==> config.mk <==
export PLATFORM = sky130hd
export DESIGN_NAME = stat_bank
export DESIGN_NICKNAME = d
export VERILOG_FILES = /design/src/rtl/stat_bank_pkg.sv /design/src/rtl/stat_bank_counter.sv /design/src/rtl/stat_bank_ctrl.sv /design/src/rtl/stat_bank_decode.sv /design/src/rtl/stat_bank.sv
export SDC_FILE = /design/constraint.sdc
export NUM_CORES = 1
export LEC_CHECK = 0
export ABC_AREA = 1
export BUFFER_PORTS_ARGS = -buffer_cell sky130_fd_sc_hd__buf_2
export CORE_UTILIZATION = 40
export DETAILED_ROUTE_END_ITERATION = 7
export PLACE_DENSITY = 0.61
export SETUP_SLACK_MARGIN = 0.2
export SLEW_MARGIN = 20
export SYNTH_ARGS = -nofsm -noshare
export SYNTH_HDL_FRONTEND = slang
export SYNTH_SLANG_ARGS = --single-unit
export TNS_END_PERCENT = 10
==> constraint.sdc <==
create_clock -name clk -period 2.7 [get_ports clk]
set_input_delay 0.135 -clock clk [delete_from_list [all_inputs] [get_ports clk]]
set_output_delay 0.135 -clock clk [all_outputs]
set_load 0.005 [all_outputs]
==> src/rtl/stat_bank_pkg.sv <==
package stat_bank_pkg;

   localparam int NUM_CNT = 7;
   localparam int VAL_W   = 16;

   // control word bit positions (software decodes these)
   localparam int CTL_WARN_BIT   = 0;
   localparam int CTL_FREEZE_BIT = 1;
   localparam int CTL_CLEAR_BIT  = 2;
   localparam int CTL_STEP_BIT   = 3;

   // width of counter idx
   function automatic int cnt_width(input int idx);
      case (idx)
         0:       return 16;
         5, 6:    return 4;
         default: return 8;
      endcase
   endfunction

   // number of upper bits that form the warning threshold
   function automatic int warn_span(input int idx);
      return cnt_width(idx) / 2;
   endfunction

endpackage

==> src/rtl/stat_bank_counter.sv <==
module stat_bank_counter #(
   parameter int CNT_W  = 8,
   parameter int WARN_W = 4,
   parameter int VAL_W  = 16
) (
   input  logic             clk,
   input  logic             rst_n,
   input  logic             count_en,
   input  logic             rd_clr,
   input  logic             clr_all,
   output logic [VAL_W-1:0] value_o,
   output logic             warn_o
);

   generate
      if (WARN_W < 1 || WARN_W > CNT_W) begin : g_bad_warn
         $error("stat_bank_counter: WARN_W must lie in 1..CNT_W");
      end
      if (CNT_W > VAL_W) begin : g_bad_width
         $error("stat_bank_counter: CNT_W exceeds VAL_W");
      end
   endgenerate

   logic [CNT_W-1:0] cnt_q;
   logic [CNT_W-1:0] cnt_base;
   logic [CNT_W-1:0] cnt_d;
   logic             flag_q;
   logic             flag_d;

   always_comb begin
      cnt_base = (rd_clr || clr_all) ? '0 : cnt_q;
      cnt_d    = clr_all ? '0 : cnt_base + CNT_W'(count_en);
      flag_d   = !clr_all &&
                 ((flag_q && !rd_clr) || (&cnt_d[CNT_W-1 -: WARN_W]));
   end

   always_ff @(posedge clk) begin
      if (!rst_n) begin
         cnt_q  <= '0;
         flag_q <= 1'b0;
      end else begin
         cnt_q  <= cnt_d;
         flag_q <= flag_d;
      end
   end

   generate
      if (VAL_W == CNT_W) begin : g_same
         assign value_o = cnt_q;
      end else begin : g_pad
         assign value_o = {{(VAL_W-CNT_W){1'b0}}, cnt_q};
      end
   endgenerate

   assign warn_o = flag_q;

endmodule

==> src/rtl/stat_bank_ctrl.sv <==
module stat_bank_ctrl
   import stat_bank_pkg::*;
#(
   parameter int DATA_W       = 32,
   parameter bit RESET_FREEZE = 1'b1
) (
   input  logic              clk,
   input  logic              rst_n,
   input  logic              wr_hit,
   input  logic [DATA_W-1:0] wdata,
   input  logic              warn_any,
   output logic              freeze_o,
   output logic              clr_all_o,
   output logic              step_o,
   output logic [DATA_W-1:0] status_o
);

   generate
      if (DATA_W <= CTL_STEP_BIT) begin : g_bad_dw
         $error("stat_bank_ctrl: DATA_W too narrow for control bits");
      end
   endgenerate

   logic freeze_q;

   always_ff @(posedge clk) begin
      if (!rst_n)
         freeze_q <= RESET_FREEZE;
      else if (wr_hit)
         freeze_q <= wdata[CTL_FREEZE_BIT];
   end

   assign clr_all_o = wr_hit && wdata[CTL_CLEAR_BIT];
   assign step_o    = wr_hit && wdata[CTL_STEP_BIT];
   assign freeze_o  = freeze_q;

   always_comb begin
      status_o                 = '0;
      status_o[CTL_WARN_BIT]   = warn_any;
      status_o[CTL_FREEZE_BIT] = freeze_q;
   end

endmodule

==> src/rtl/stat_bank_decode.sv <==
module stat_bank_decode #(
   parameter int ADDR_W    = 8,
   parameter int NUM_CNT   = 7,
   parameter int CTRL_ADDR = 32'h5C,
   parameter int CNT_BASE  = 32'h60
) (
   input  logic [ADDR_W-1:0]  addr_i,
   output logic               ctrl_hit_o,
   output logic [NUM_CNT-1:0] cnt_hit_o
);

   localparam int LAST_ADDR = CNT_BASE + 4 * (NUM_CNT - 1);

   generate
      if (LAST_ADDR >= (1 << ADDR_W) || CTRL_ADDR >= (1 << ADDR_W)) begin : g_bad_map
         $error("stat_bank_decode: register map exceeds address width");
      end
      if (CTRL_ADDR >= CNT_BASE && CTRL_ADDR <= LAST_ADDR) begin : g_overlap
         $error("stat_bank_decode: control word overlaps counter window");
      end
   endgenerate

   assign ctrl_hit_o = (addr_i == ADDR_W'(CTRL_ADDR));

   generate
      for (genvar k = 0; k < NUM_CNT; k++) begin : g_hit
         assign cnt_hit_o[k] = (addr_i == ADDR_W'(CNT_BASE + 4 * k));
      end
   endgenerate

endmodule

==> src/rtl/stat_bank.sv <==
module stat_bank
   import stat_bank_pkg::*;
#(
   parameter int ADDR_W    = 8,
   parameter int DATA_W    = 32,
   parameter int NUM_CNT   = stat_bank_pkg::NUM_CNT,
   parameter int VAL_W     = stat_bank_pkg::VAL_W,
   parameter int CTRL_ADDR = 32'h5C,
   parameter int CNT_BASE  = 32'h60
) (
   input  logic               clk,
   input  logic               rst_n,
   input  logic [NUM_CNT-1:0] event_i,
   input  logic [ADDR_W-1:0]  addr_i,
   input  logic               wr_i,
   input  logic               rd_i,
   input  logic [DATA_W-1:0]  wdata_i,
   output logic [DATA_W-1:0]  rdata_o,
   output logic               warn_o
);

   generate
      if (DATA_W < VAL_W) begin : g_bad_data
         $error("stat_bank: DATA_W narrower than counter values");
      end
   endgenerate

   logic                     freeze;
   logic                     clr_all;
   logic                     step;
   logic                     ctrl_hit;
   logic [NUM_CNT-1:0]       cnt_hit;
   logic [NUM_CNT-1:0]       rd_clr;
   logic [NUM_CNT-1:0]       inc;
   logic [NUM_CNT-1:0]       warn_vec;
   logic [VAL_W-1:0]         cnt_val [NUM_CNT];
   logic [NUM_CNT*VAL_W-1:0] cnt_flat;
   logic [DATA_W-1:0]        status;
   logic [DATA_W-1:0]        rd_mux;
   logic [DATA_W-1:0]        rdata_q;

   stat_bank_decode #(
      .ADDR_W   (ADDR_W),
      .NUM_CNT  (NUM_CNT),
      .CTRL_ADDR(CTRL_ADDR),
      .CNT_BASE (CNT_BASE)
   ) u_decode (
      .addr_i    (addr_i),
      .ctrl_hit_o(ctrl_hit),
      .cnt_hit_o (cnt_hit)
   );

   stat_bank_ctrl #(
      .DATA_W      (DATA_W),
      .RESET_FREEZE(1'b1)
   ) u_ctrl (
      .clk      (clk),
      .rst_n    (rst_n),
      .wr_hit   (wr_i && ctrl_hit),
      .wdata    (wdata_i),
      .warn_any (warn_o),
      .freeze_o (freeze),
      .clr_all_o(clr_all),
      .step_o   (step),
      .status_o (status)
   );

   generate
      for (genvar k = 0; k < NUM_CNT; k++) begin : g_cnt
         assign inc[k]    = (event_i[k] && !freeze) || step;
         assign rd_clr[k] = rd_i && cnt_hit[k];

         stat_bank_counter #(
            .CNT_W (cnt_width(k)),
            .WARN_W(warn_span(k)),
            .VAL_W (VAL_W)
         ) u_counter (
            .clk     (clk),
            .rst_n   (rst_n),
            .count_en(inc[k]),
            .rd_clr  (rd_clr[k]),
            .clr_all (clr_all),
            .value_o (cnt_val[k]),
            .warn_o  (warn_vec[k])
         );

         assign cnt_flat[k*VAL_W +: VAL_W] = cnt_val[k];
      end
   endgenerate

   always_comb begin
      rd_mux = ctrl_hit ? status : '0;
      for (int k = 0; k < NUM_CNT; k++) begin
         if (cnt_hit[k])
            rd_mux = rd_mux | DATA_W'(cnt_val[k]);
      end
   end

   always_ff @(posedge clk) begin
      if (!rst_n)
         rdata_q <= '0;
      else if (rd_i)
         rdata_q <= rd_mux;
   end

   assign rdata_o = rdata_q;
   assign warn_o  = |warn_vec;

endmodule

==> results by group <==
Global route
  – First-pass GRT wire length: 19,200 um
  – GRT Util Overall: 21.5%
  – Largest net degree at the start of global routing: 40
  – Initial antenna violation count: 0
  – Vias in the first global route: 4,021
  – GRT overflow: 0

Detailed routing
  – Met3 Wirelength: 551 um
  – DR top layer: met4
  – Remaining DRCs: 0
  – Met2 routed WL: 5530 um
  – Vias/cell: 4.97
  – WL per Instance: 13.5 um
  – Metal1 wirelength: 5150 um
  – WL final: 11,500 um
  – Initial drt markers: 206
  – Routed vias: 4,219
  – Drt pass-1 iters: 5
  – Antenna Nets Post-Route: 0

Timing
  – Slew headroom: 62.4%
  – Final setup violation count: 0
  – Period utilization: 80.4%
  – Final Hold Viols: 0
  – RSZ-0062 raised after global routing: false
  – Hold WS: 0.0902 ns
  – Measured slew at the worst slew-check pin: 0.562 ns
  – Clock skew: 0.0108 ns
  – Slew Viols, Final: 0
  – Final min period: 2.17 ns
  – Final WS setup: 0.528 ns
  – Setup TNS: 0 ns
  – Fmax: 460 MHz

Floorplanning
  – Core Footprint: 10,900 um2
  – Ports: 84
  – Die width: 108 um
  – Full die area: 11,700 um2
  – Initial Util: 41.3%
  – Cell Rows: 38
  – Die Ht: 108 um

Pwr
  – Switching Fraction: 22.2%
  – Maximum vdd drop: 0.312 mV
  – Internal power: 1.78 mW
  – Leakage: 2.15 nW
  – Clk pwr share: 43.8%
  – Seq pwr share: 51.8%
  – Pwr/cell area: 451 nW/um2
  – Power, Total: 2.29 mW
  – Combinational power share: 4.4%
  – Net switching power of the design: 0.509 mW

Critical path
  – Arrival time at the worst endpoint: 2.48 ns
  – Worst-path maximum fanout: 7
  – CP Capture Type: register
  – Crit path launch type: input pin
  – Data required, critical path: 3.01 ns
  – Critical path class: input pin to register

Layout
  – FF+latch area: 1600 um2
  – Fin area: 5070 um2
  – Antenna Cells: 0
  – Post-Route Utilization: 46.6%
  – P&R area growth vs syn: 12.7%
  – Fillers: 1,144
  – Layout Nets: 770
  – Multi-input gate area in the final layout: 2370 um2
  – Non-filler cells in the finished layout: 849
  – Share of cells above drive strength 1: 14.7%

Run
  – Max-cap violation count: 0

Clock network
  – CTS root buffer: clkbuf_8
  – Num CTS Buffers: 9
  – CTS tree: built
  – Clock Sinks: 80
  – Clk_lat worst skew: 0.37 ns
  – Htree depth: 3
  – Clock slew at the register clock pins of the worst setup and hold paths: 0.08 ns
  – Longest Clk Path Bufs: 2

Placement
  – GPL Wtd Cong: 0.873
  – Placed inst area: 4820 um2
  – Placed Cells: 832
  – Hpwl dp: 8750 um
  – Worst slack at placement: 0.00555 ns
  – # port buffers: 38

Synthesis
  – Syn Inst Count: 655
  – Post-synth EDFFs: 0
  – Seq cells post-synth: 80
  – Yosys Warn Count: 0
  – Main flop type after synthesis: dfxtp_1
  – Area contributors post-synth: dfxtp_1 (36%), nand2_1 (10%), nor2_1 (9.3%), inv_1 (7.8%), a21oi_1 (4.1%)
  – Top-count cell post-synth: nand2_1
  – Mapped Avg Cell Area: 6.87 um2
  – Area leader, netlist: dfxtp_1
  – Sequential share of the synthesized area: 35.6%
  – Synth cell count leaders: nand2_1 (124), nor2_1 (112), inv_1 (94), dfxtp_1 (80), a21oi_1 (37)
  – Asr flop ratio synth: 0%
  – Share of the synthesized area in the top cell type: 35.6%
  – Mapped Area: 4500 um2
  – Post-synth cell types: 42

Worst hold path
  – Hold crit path type: input pin to register

Outcome
  – Status: finished, final reports clean
kinds of logic (layout without fill, tap and decap cells):
| family | count (synthesis) | in the layout | share of synthesized area [%] |
|---|---|---|---|
| compound gates | 89 | 89 | 11.3 |
| xor+xnor | 12 | 12 | 2.34 |
| fa+ha+maj | 14 | 14 | 3.89 |
| buf+inv | 134 | 173 | 13.1 |
| flops | 80 | 80 | 35.6 |
| other cells | 1 | 16 | 0.0833 |
| simple gates | 325 | 325 | 33.7 |
layer usage:
metal  vias to the layer above  track usage, %
met5                         -               0
met1                      1945            26.2
met4                         0            9.49
met3                        17            3.62
li1                       2171               -
met2                        86            37.0
what timing repair did:
action                                  in CTS  in global routing
gates resized for setup                      0                  2
hold endpoints to repair                     1                  0
endpoints found under the setup margin       0                  1
hold buffers                                 1                  0
buffers inserted                             0                  1
cell type report:
type / instances / share of cell area, %
Clock buffer: 12 / 3.06
Timing Repair Buffer: 53 / 6.02
Inverter: 105 / 7.77
Multi-Input combinational cell: 456 / 46.8
Tap cell: 140 / 3.45
Clock inverter: 3 / 1.28
Sequential cell: 80 / 31.6
power by group through the flow:
| stage | clock network (mW) | registers (mW) | logic (mW) |
|---|---|---|---|
| 3_5_place_dp | 0 | 1.21 | 0.0981 |
| 2_1_floorplan | 0 | 1.21 | 0.0687 |
| 5_1_grt | 1.06 | 1.19 | 0.111 |
| 4_1_cts | 1.02 | 1.19 | 0.0993 |
| 3_3_place_gp | 0 | 1.21 | 0.0967 |
| 6_report | 1.00 | 1.19 | 0.100 |
flip-flops by register name, indices dropped and copies added, names as in the netlist:
register,flops
g_cnt.u_counter.warn_o,7
rdata_o,16
g_cnt.u_counter.value_o,16
g_cnt.u_counter.cnt_q,40
u_ctrl.freeze_o,1
path summary, 6_finish.rpt:
kind	slack [ns]	cells after the start	from	to
setup / recovery	0.53	20	addr_i[1]	g_cnt[0].u_counter.warn_o
hold / removal	0.09	3	rst_n	rdata_o[7]
setup reg to reg	0.64	14	g_cnt[0].u_counter.value_o[0]	g_cnt[0].u_counter.warn_o
hold reg to reg	0.46	1	g_cnt[2].u_counter.cnt_q[3]	g_cnt[2].u_counter.cnt_q[3]
layout by cell type, fill, tap and decap left out, types with 14 or more instances in the layout:
cell type	synthesis	routed
nand3_1	34	34
buf_2	0	38
a21oi_1	37	37
inv_1	94	94
ha_1	14	14
dfxtp_1	80	80
conb_1	1	16
o21ai_0	25	25
nand2_1	124	124
nand4_1	16	16
buf_4	16	14
nor2_1	112	112
critical path, stage by stage:
cell     delay [ns]
buf_2          0.10
inv_1          0.08
nand2_4        0.08
nor2_8         0.16
nand3_1        0.14
inv_1          0.11
nand2_1        0.07
nand2_1        0.07
ha_1           0.17
ha_1           0.19
nand2_1        0.06
inv_1          0.05
nand4_1        0.20
nor2_4         0.26
nand3_1        0.13
nand2_1        0.10
nand3_1        0.08
nor2_1         0.10
nand3_1        0.08
a21oi_1        0.12
(Power assumes the default switching activity.)
